**src/rtl/int_alu_pkg.sv**
```systemverilog
package int_alu_pkg;

  typedef enum logic [3:0] {
    OP_AND = 4'b0000,
    OP_OR  = 4'b0001,
    OP_ADD = 4'b0010,
    OP_SUB = 4'b0110,
    OP_SLT = 4'b0111
  } alu_op_e;

  typedef enum logic [2:0] {
    PICK_AND  = 3'd0,
    PICK_OR   = 3'd1,
    PICK_SUM  = 3'd2,
    PICK_LESS = 3'd3,
    PICK_NONE = 3'd4
  } pick_e;

  typedef struct packed {
    logic  b_invert;    // feed ~B into the adder
    logic  carry_seed;  // carry into bit 0
    pick_e pick;        // slice output selection
    logic  arith_flags; // carry_out / overflow are reported
  } alu_ctrl_t;

  function automatic alu_ctrl_t decode_op(input logic [3:0] code);
    alu_ctrl_t c;
    c = '{b_invert: 1'b0, carry_seed: 1'b0, pick: PICK_NONE, arith_flags: 1'b0};
    case (code)
      OP_AND: c.pick = PICK_AND;
      OP_OR:  c.pick = PICK_OR;
      OP_ADD: begin
        c.pick        = PICK_SUM;
        c.arith_flags = 1'b1;
      end
      OP_SUB: begin
        c.b_invert    = 1'b1;
        c.carry_seed  = 1'b1;
        c.pick        = PICK_SUM;
        c.arith_flags = 1'b1;
      end
      OP_SLT: begin
        c.b_invert   = 1'b1;
        c.carry_seed = 1'b1;
        c.pick       = PICK_LESS;
      end
      default: ;
    endcase
    return c;
  endfunction

  // Two's-complement overflow from the sign bits of the adder inputs and sum.
  function automatic logic sign_overflow(input logic sa, input logic sb_eff, input logic ssum);
    return (sa == sb_eff) && (ssum != sa);
  endfunction

endpackage

```
**src/rtl/alu_decode.sv**
```systemverilog
module alu_decode
  import int_alu_pkg::*;
(
  input  logic [3:0] op_code,
  output alu_ctrl_t  ctrl
);
  always_comb ctrl = decode_op(op_code);
endmodule

```
**src/rtl/alu_carry_unit.sv**
```systemverilog
module alu_carry_unit #(
  parameter int WIDTH = 32
) (
  input  logic [WIDTH-1:0] a,
  input  logic [WIDTH-1:0] b_eff,
  input  logic             cin,
  output logic [WIDTH:0]   carry
);
  // Carry i+1 = g_i | p_i & carry_i, evaluated from generate/propagate terms.
  function automatic logic [WIDTH:0] carries(input logic [WIDTH-1:0] x,
                                             input logic [WIDTH-1:0] y,
                                             input logic c0);
    logic [WIDTH:0] c;
    c[0] = c0;
    for (int i = 0; i < WIDTH; i++) begin
      c[i+1] = (x[i] & y[i]) | ((x[i] | y[i]) & c[i]);
    end
    return c;
  endfunction

  always_comb carry = carries(a, b_eff, cin);
endmodule

```
**src/rtl/alu_slice.sv**
```systemverilog
module alu_slice
  import int_alu_pkg::*;
(
  input  logic  a,
  input  logic  b,
  input  logic  b_invert,
  input  logic  cin,
  input  logic  less,
  input  pick_e pick,
  output logic  sum,
  output logic  res
);
  logic b_eff;
  always_comb begin
    b_eff = b ^ b_invert;
    sum   = a ^ b_eff ^ cin;
    case (pick)
      PICK_AND:  res = a & b;
      PICK_OR:   res = a | b;
      PICK_SUM:  res = sum;
      PICK_LESS: res = less;
      default:   res = 1'b0;
    endcase
  end
endmodule

```
**src/rtl/int_alu32.sv**
```systemverilog
module int_alu32
  import int_alu_pkg::*;
#(
  parameter int WIDTH = 32
) (
  input  logic [WIDTH-1:0] op_a,
  input  logic [WIDTH-1:0] op_b,
  input  logic [3:0]       op_code,
  output logic [WIDTH-1:0] result,
  output logic             zero,
  output logic             carry_out,
  output logic             overflow
);
  localparam int MSB = WIDTH - 1;

  alu_ctrl_t        ctrl;
  logic [WIDTH-1:0] b_eff;
  logic [WIDTH:0]   carry;
  logic [WIDTH-1:0] sum_w;
  logic [WIDTH-1:0] res_w;
  logic             adder_ovf;   // raw signed overflow of the adder
  logic             less_bit;    // corrected signed less-than

  alu_decode u_dec (
    .op_code (op_code),
    .ctrl    (ctrl)
  );

  always_comb b_eff = op_b ^ {WIDTH{ctrl.b_invert}};

  alu_carry_unit #(.WIDTH(WIDTH)) u_carry (
    .a     (op_a),
    .b_eff (b_eff),
    .cin   (ctrl.carry_seed),
    .carry (carry)
  );

  always_comb begin
    adder_ovf = sign_overflow(op_a[MSB], b_eff[MSB], sum_w[MSB]);
    less_bit  = sum_w[MSB] ^ adder_ovf;
  end

  for (genvar i = 0; i < WIDTH; i++) begin : g_slice
    if (i == 0) begin : g_low
      alu_slice u_s (
        .a        (op_a[i]),
        .b        (op_b[i]),
        .b_invert (ctrl.b_invert),
        .cin      (carry[i]),
        .less     (less_bit),
        .pick     (ctrl.pick),
        .sum      (sum_w[i]),
        .res      (res_w[i])
      );
    end else begin : g_high
      alu_slice u_s (
        .a        (op_a[i]),
        .b        (op_b[i]),
        .b_invert (ctrl.b_invert),
        .cin      (carry[i]),
        .less     (1'b0),
        .pick     (ctrl.pick),
        .sum      (sum_w[i]),
        .res      (res_w[i])
      );
    end
  end

  always_comb begin
    result    = res_w;
    zero      = ~|res_w;
    carry_out = ctrl.arith_flags & carry[WIDTH];
    overflow  = ctrl.arith_flags & adder_ovf;
  end
endmodule

```
**config.mk**
```make
export PLATFORM = sky130hd
export DESIGN_NAME = int_alu32
export DESIGN_NICKNAME = d
export VERILOG_FILES = /design/src/rtl/int_alu_pkg.sv /design/src/rtl/alu_decode.sv /design/src/rtl/alu_carry_unit.sv /design/src/rtl/alu_slice.sv /design/src/rtl/int_alu32.sv
export SDC_FILE = /design/constraint.sdc
export NUM_CORES = 1
export LEC_CHECK = 0
export ABC_AREA = 1
export BUFFER_PORTS_ARGS = -buffer_cell sky130_fd_sc_hd__buf_2
export CELL_PAD_IN_SITES_DETAIL_PLACEMENT = 0
export CELL_PAD_IN_SITES_GLOBAL_PLACEMENT = 1
export CORE_ASPECT_RATIO = 1.25
export CORE_UTILIZATION = 35
export DETAILED_ROUTE_END_ITERATION = 12
export PLACE_DENSITY_LB_ADDON = 0.1
export SLEW_MARGIN = 20
export SYNTH_ARGS = -nofsm -noshare
export SYNTH_HDL_FRONTEND = slang
export SYNTH_SLANG_ARGS = --single-unit
```
**constraint.sdc**
```tcl
create_clock -name vclk -period 19.9
set_input_delay 2.985 -clock vclk [all_inputs]
set_output_delay 2.985 -clock vclk [all_outputs]
set_load 0.01 [all_outputs]
```
==> results of run 1 <==
==> placed cells by master, fill, tap and decap left out <==
cell        n
or2_2      11
nand3_1    94
buf_2     103
nand2_1    68
inv_1      67
inv_2       2
nor2_4      2
xnor2_1    13
nor3_1      1
o21ai_0     1
nand2_2     1
xor2_1     19
o211ai_1    5
ha_1        3
nor2_1     25
nand3b_1   23
o21ai_1     1
fa_1       31
nor2_2      2
buf_4       5
==> worst min path at each step <==
stage          startpoint    endpoint  slack (ps)
2_1_floorplan    op_a[31]    overflow        6120
3_3_place_gp     op_a[28]  result[28]        6360
3_5_place_dp     op_a[28]  result[28]        6360
4_1_cts          op_a[28]  result[28]        6360
5_1_grt          op_a[30]  result[30]        6390
6_report         op_a[28]  result[28]        6360
==> layer usage <==
layer / global-route usage [%] / vias to the layer above / share of wire, %
li1: - / 1394 / -
met1: 25.4 / 1222 / 45
met2: 34.9 / 65 / 52
met3: 0.364 / 0 / 3.1
met4: 0.275 / 0 / 0
met5: 0 / - / 0
==> metrics by stage <==
step                      setup WS (ps)  util [%]  hold slack (ps)
after floorplan                    1670         -             6120
after global placement             1120      40.8             6360
after detailed placement            897      40.8             6360
after CTS                           835      40.8             6360
after global routing                181      40.8             6390
final                               863      40.8             6360
==> cell families after synthesis <==
logic type                 share of synthesized area [%]
and+or+nand+nor                                     40.9
buffers and inverters                               22.3
adders and majority gates                           24.6
xor gates and xnor gates                            10.5
AOI/OAI and AO/OA                                   1.78
==> area by class of cell <==
class                           instances  share of cell area (%)
Tap cell                               92                    3.81
Inverter                               69                    8.57
Multi-Input combinational cell        300                    69.3
Timing Repair Buffer                  108                    18.3
==> critical path, delay by kind of cell <==
kind,cells,cell delay (ps)
xor gates and xnor gates,1,200
adders and majority gates,29,10560
buffers and inverters,13,1460
and+or+nand+nor,9,810
==> report_power, final <==
part / internal [mW] / total (mW) / leakage [nW] / switching, mW
clock network: 0 / 0 / 0 / 0
logic: 0.0319 / 0.0768 / 1.71 / 0.0450
registers: 0 / 0 / 0 / 0
==> impl_metrics.toml, run 1 <==
[sta]
max_freq_mhz = 52.5
setup_viol = 0
hold_viol = 0
drv_slew = 0
fin_tns_setup_ps = 0
finalCriticalPeriod_ps = 19040
slew-limit-headroom_pct = 56.8
finalCritPeriodShare_pct = 95.7
rsz0062_at_grt = "false"
worst_pin_slew_ps = 648

[setup_path]
cpPeakStageDelay_ps = 470
end_kind = "output port"
crit_path_end = "zero"
cp_slowest_cell = "fa_1"
crit_arrival_ps = 16050
crit_path_start_kind = "input port"
path_max_fanout = 29
path_class = "input port to output port"
critPathLaunch = "op_code[1]"
crit_path_frequent_cell = "fa_1"
crit_required_ps = 16910

[logic_synthesis]
ys_seq_area_share_pct = 0
synth_nets = 522
avgSynthCellArea_sq_um = 6.38
yosysMostFrequentCell = "nand3_1"
ys_types = 20
synth.top_cell.area_share_pct = 23.2
ys_warn_count = 0
ys_top_cells_by_count = "nand3_1, nand2_1, inv_1"
synth_cells = 420
syn_area_sq_um = 2680
synthTopCellsByArea = "fa_1, nand3_1, nand2_1"
synth_largest_area_cell = "fa_1"

[floorplan]
die_x_um = 80.2
rows = 35
core_area_sq_um = 7400
io_pins = 103
die_area_sq_um = 8010
start_util_pct = 36.2
die_h_um = 99.8

[detailed_routing]
wire_per_inst_um = 12.5
routed_wl_um = 7140
drt_iter0_markers = 58
routed_via_density = 4.71
drtPass1Iterations = 4
via_count = 2681
ant_nets = 0
drcViolationCount = 0

[finish]
stdcell_area_sq_um = 3020
nFillCells = 827
antenna_cells = 0
final_nets = 581
multiInputGateArea_sq_um = 2090
fin_cells = 569
seq_cell_count = 0
clock_buffer_count = 0
seq_area_sq_um = 0
area_growth_pct = 12.8
drive_above_1_share_pct = 26.4

[pwr]
p_leak_nw = 1.71
ir_worst_vdd_v = 0.00000944
power.density_nw_per_um2 = 25.4
total_power_uw = 76.8

[global_routing]
grt_pass1_vias = 2580
globalRouteOverflowTotal = 0
antenna_found_initial = 0
grt_first_pass_wirelength_um = 12200
grt_max_degree = 65
grtUsageTotal_pct = 18.7

[place]
io_buffers = 103
post_dp_cell_area_sq_um = 3020
dp_hpwl_um = 5580
dp_cells = 569
gp_congestion = 0.806

[status]
status = "finished, final reports clean"

[cts]
cts_resized = 0
cts_hold_buf = 0
cts_setup_buffers = 0

[min_path]
hold_path_class = "input port to output port"
holdPathStages = 4

[flow_run]
drv_cap = 0
Power figures use the tool's default switching activity.
==> run 2: changes to the inputs <==
Settings changed: PLACE_DENSITY set to 0.91, PLACE_DENSITY_LB_ADDON 0.1 to not set.
==> run 2 against run 1 <==
Effect of this change:
- critical path depth grew 1
- critical endpoint unchanged
- routed wire length is essentially flat
- count of clock-buffer cells in the layout is the same
- highest routed layer is now met4
- core utilization grew 0.068 points
- critical path type unchanged
- via count grew 2.6%
- worst hold slack gained 23 ps
- combinational power grew 1%
- sequential share of layout area is the same
- first-iteration DRC count grew 110%
- global-route usage shrank 0.22 points
==> impl_metrics.toml, run 2 (synthesis results as in run 1) <==
[status]
status = "finished, final reports clean"

[finish]
clock_buffer_count = 0
stdcell_area_sq_um = 3030
drive_above_1_share_pct = 26.4
final_common_cell = "buf_2"
final_nets = 581
nFillCells = 834
antenna_cells = 0
area_growth_pct = 13.0
seq_area_sq_um = 0
multiInputGateArea_sq_um = 2100
final_cell_mix = "buf_2, nand3_1, nand2_1, inv_1, fa_1"
seq_cell_count = 0

[sta]
fin_tns_setup_ps = 0
hold_viol = 0
slew-limit-headroom_pct = 57.5
finalCritPeriodShare_pct = 96.6
finalCriticalPeriod_ps = 19220
max_freq_mhz = 52.0
rsz0062_at_grt = "false"
drv_slew = 0
setup_viol = 0
worst_pin_slew_ps = 637

[setup_path]
crit_arrival_ps = 16230
cpPeakStageDelay_ps = 480
crit_path_frequent_cell = "fa_1"
crit_path_start_kind = "input port"
end_kind = "output port"
path_class = "input port to output port"
path_max_fanout = 27
crit_required_ps = 16910
cp_slowest_cell = "fa_1"
crit_path_end = "zero"
path_buf_inv = 12
worst-path-stages = 53
crit_family = "adder cells"
critPathLaunch = "op_code[1]"

[min_path]
hold_path_class = "input port to output port"

[floorplan]
core_area_sq_um = 7400
rows = 35
start_util_pct = 36.2
io_pins = 103
die_area_sq_um = 8010
die_h_um = 99.8
die_x_um = 80.2

[detailed_routing]
via_count = 2750
drtPass1Iterations = 4
drcViolationCount = 0
drt_iter0_markers = 120
routed_via_density = 4.83
ant_nets = 0
routed_wl_um = 7140
wire_per_inst_um = 12.5

[global_routing]
grt_first_pass_wirelength_um = 12200
grt_pass1_vias = 2741
antenna_found_initial = 0
grt_max_degree = 65
globalRouteOverflowTotal = 0
grtUsageTotal_pct = 18.5

[flow_run]
drv_cap = 0

[pwr]
power.density_nw_per_um2 = 25.7
p_leak_nw = 1.71
ir_worst_vdd_v = 0.0000142

[cts]
cts_hold_buf = 0
cts_resized = 0
cts_setup_buffers = 0

[place]
dp_hpwl_um = 5610
io_buffers = 103
post_dp_cell_area_sq_um = 3020
gp_congestion = 0.806
## run 2: changes by cell type in the layout (fill, tap and decap cells not counted)
cell,change
nand2_2,-1
nand2_4,+1
## run 2: cell type report
class	count	share of cell area, %
well taps	92	3.80
multi-input cells	300	69.4
inverters	69	8.56
repair buffers	108	18.3
## run 2: where the power goes
part	total (mW)	switching, mW	internal, mW	leakage (nW)
sequential	0	0	0	0
combinational	0.0777	0.0454	0.0323	1.71
clock	0	0	0	0
total	0.0777	0.0454	0.0323	1.71
## run 2: how the worst min path moves through the flow
stage	cells past startpoint	startpoint	end	slack, ps
global placement	4	op_a[28]	result[28]	6360
floorplan	2	op_a[31]	overflow	6120
finish	4	op_a[28]	result[28]	6380
CTS	4	op_a[28]	result[28]	6370
detailed placement	4	op_a[28]	result[28]	6360
global route	4	op_a[28]	result[28]	6400
## run 2: stage by stage
step / setup slack [ps] / hold slack [ps] / power, mW / instances / utilization (%)
2_1_floorplan: 1670 / 6120 / 0.0572 / 420 / -
3_3_place_gp: 924 / 6360 / 0.0754 / 569 / 40.8
3_5_place_dp: 532 / 6360 / 0.0779 / 569 / 40.8
4_1_cts: 478 / 6370 / 0.0784 / 569 / 40.8
5_1_grt: 9.33 / 6400 / 0.0890 / 569 / 40.9
6_report: 682 / 6380 / 0.0777 / 569 / 40.9
## run 2: layer usage
layer	wire (um)	track usage (%)	vias up	share of wire [%]
met3	331	1.36	4	4.6
met4	47	2.20	0	0.66
met1	3090	24.5	1283	43
met2	3670	33.6	71	51
met5	0	0	-	0
li1	-	-	1392	-
==> run 3: changes to the inputs <==
Settings changed: RECOVER_POWER set to 25.
==> run 3 against run 2 <==
Effect of this change:
- critical endpoint unchanged
- via count unchanged
- sequential cell count stayed put
- die area unchanged
- largest cell class unchanged
- critical path depth stayed put
==> impl_metrics.toml, run 3 (synthesis results as in run 1) <==
[cts]
cts_hold_buf = 0
cts_setup_buffers = 0
cts_resized = 0

[floorplan]
die_x_um = 80.2
rows = 35
die_h_um = 99.8
io_pins = 103
die_area_sq_um = 8010
core_area_sq_um = 7400
start_util_pct = 36.2

[detailed_routing]
drt_iter0_markers = 120
drtPass1Iterations = 4
routed_wl_um = 7140
ant_nets = 0
drcViolationCount = 0
routed_via_density = 4.83
via_count = 2750
wire_per_inst_um = 12.6

[finish]
area_growth_pct = 12.8
seq_cell_count = 0
drive_above_1_share_pct = 25.4
finalCoreUtilization_pct = 40.8
clock_buffer_count = 0
antenna_cells = 0
seq_area_sq_um = 0
final_common_cell = "buf_2"
final_nets = 581
final_cell_mix = "buf_2, nand3_1, nand2_1, inv_1, fa_1"

[place]
gp_congestion = 0.806
dp_slack_ps = 532
dp_hpwl_um = 5610
io_buffers = 103

[setup_path]
crit_required_ps = 16910
crit_path_frequent_cell = "fa_1"
cp_slowest_cell = "fa_1"
path_class = "input port to output port"
cpPeakStageDelay_ps = 480
crit_arrival_ps = 16230
end_kind = "output port"
path_max_fanout = 27
crit_path_start_kind = "input port"

[status]
status = "finished, final reports clean"

[global_routing]
globalRouteOverflowTotal = 0
grtUsageTotal_pct = 18.5
antenna_found_initial = 0
grt_first_pass_wirelength_um = 12200
grt_pass1_vias = 2741
grt_max_degree = 65

[sta]
finalCriticalPeriod_ps = 19220
finalCritPeriodShare_pct = 96.6
fin_ws_ps = 682
slew-limit-headroom_pct = 57.5
drv_slew = 0
setup_viol = 0
fin_tns_setup_ps = 0
max_freq_mhz = 52.0
rsz0062_at_grt = "false"
worst_pin_slew_ps = 637
hold_viol = 0

[pwr]
power.density_nw_per_um2 = 25.7
p_leak_nw = 1.69
ir_worst_vdd_v = 0.0000142

[flow_run]
drv_cap = 0

[min_path]
hold_path_class = "input port to output port"
holdPathStages = 4
-- run 3: cell count changes in the layout (fill, tap and decap cells not counted), sizes merged --
cell	before	now
buf	108	103
clkbuf	0	5
-- run 3: critical path: cells and delay by family --
kind / cells / cell delay, ps
buf+inv: 12 / 1170
fa+ha+maj: 31 / 10980
xor+xnor: 1 / 190
simple gates: 9 / 910
-- run 3: where the power goes --
part | internal, mW | total, mW | switching [mW]
combinational | 0.0321 | 0.0775 | 0.0454
sequential | 0 | 0 | 0
clock | 0 | 0 | 0
total | 0.0321 | 0.0775 | 0.0454
-- run 3: cell type report --
cell class / instances / area [sq um]
Inverter: 69 / 259
Multi-Input combinational cell: 300 / 2100
Timing Repair Buffer: 108 / 547
Tap cell: 92 / 115
Fill cell: 839 / 4380
-- run 3: layer usage --
layer / share of wire, % / GRT usage [%] / vias up
li1: - / - / 1391
met1: 43 / 24.5 / 1284
met2: 51 / 33.6 / 71
met3: 4.6 / 1.36 / 4
met4: 0.66 / 2.20 / 0
met5: 0 / 0 / -
-- run 3: metrics by stage --
step	instances	hold WS (ps)	power [mW]	area [sq um]
floorplan	420	6120	0.0572	2680
CTS	569	6370	0.0784	3020
global placement	569	6360	0.0754	3020
global route	569	6400	0.0888	3020
finish	569	6380	0.0775	3020
detailed placement	569	6360	0.0779	3020
-- run 3: final timing paths --
path,slack [ps],startpoint,endpoint
setup / recovery,680,op_code[1],zero
hold / removal,6380,op_a[28],result[28]
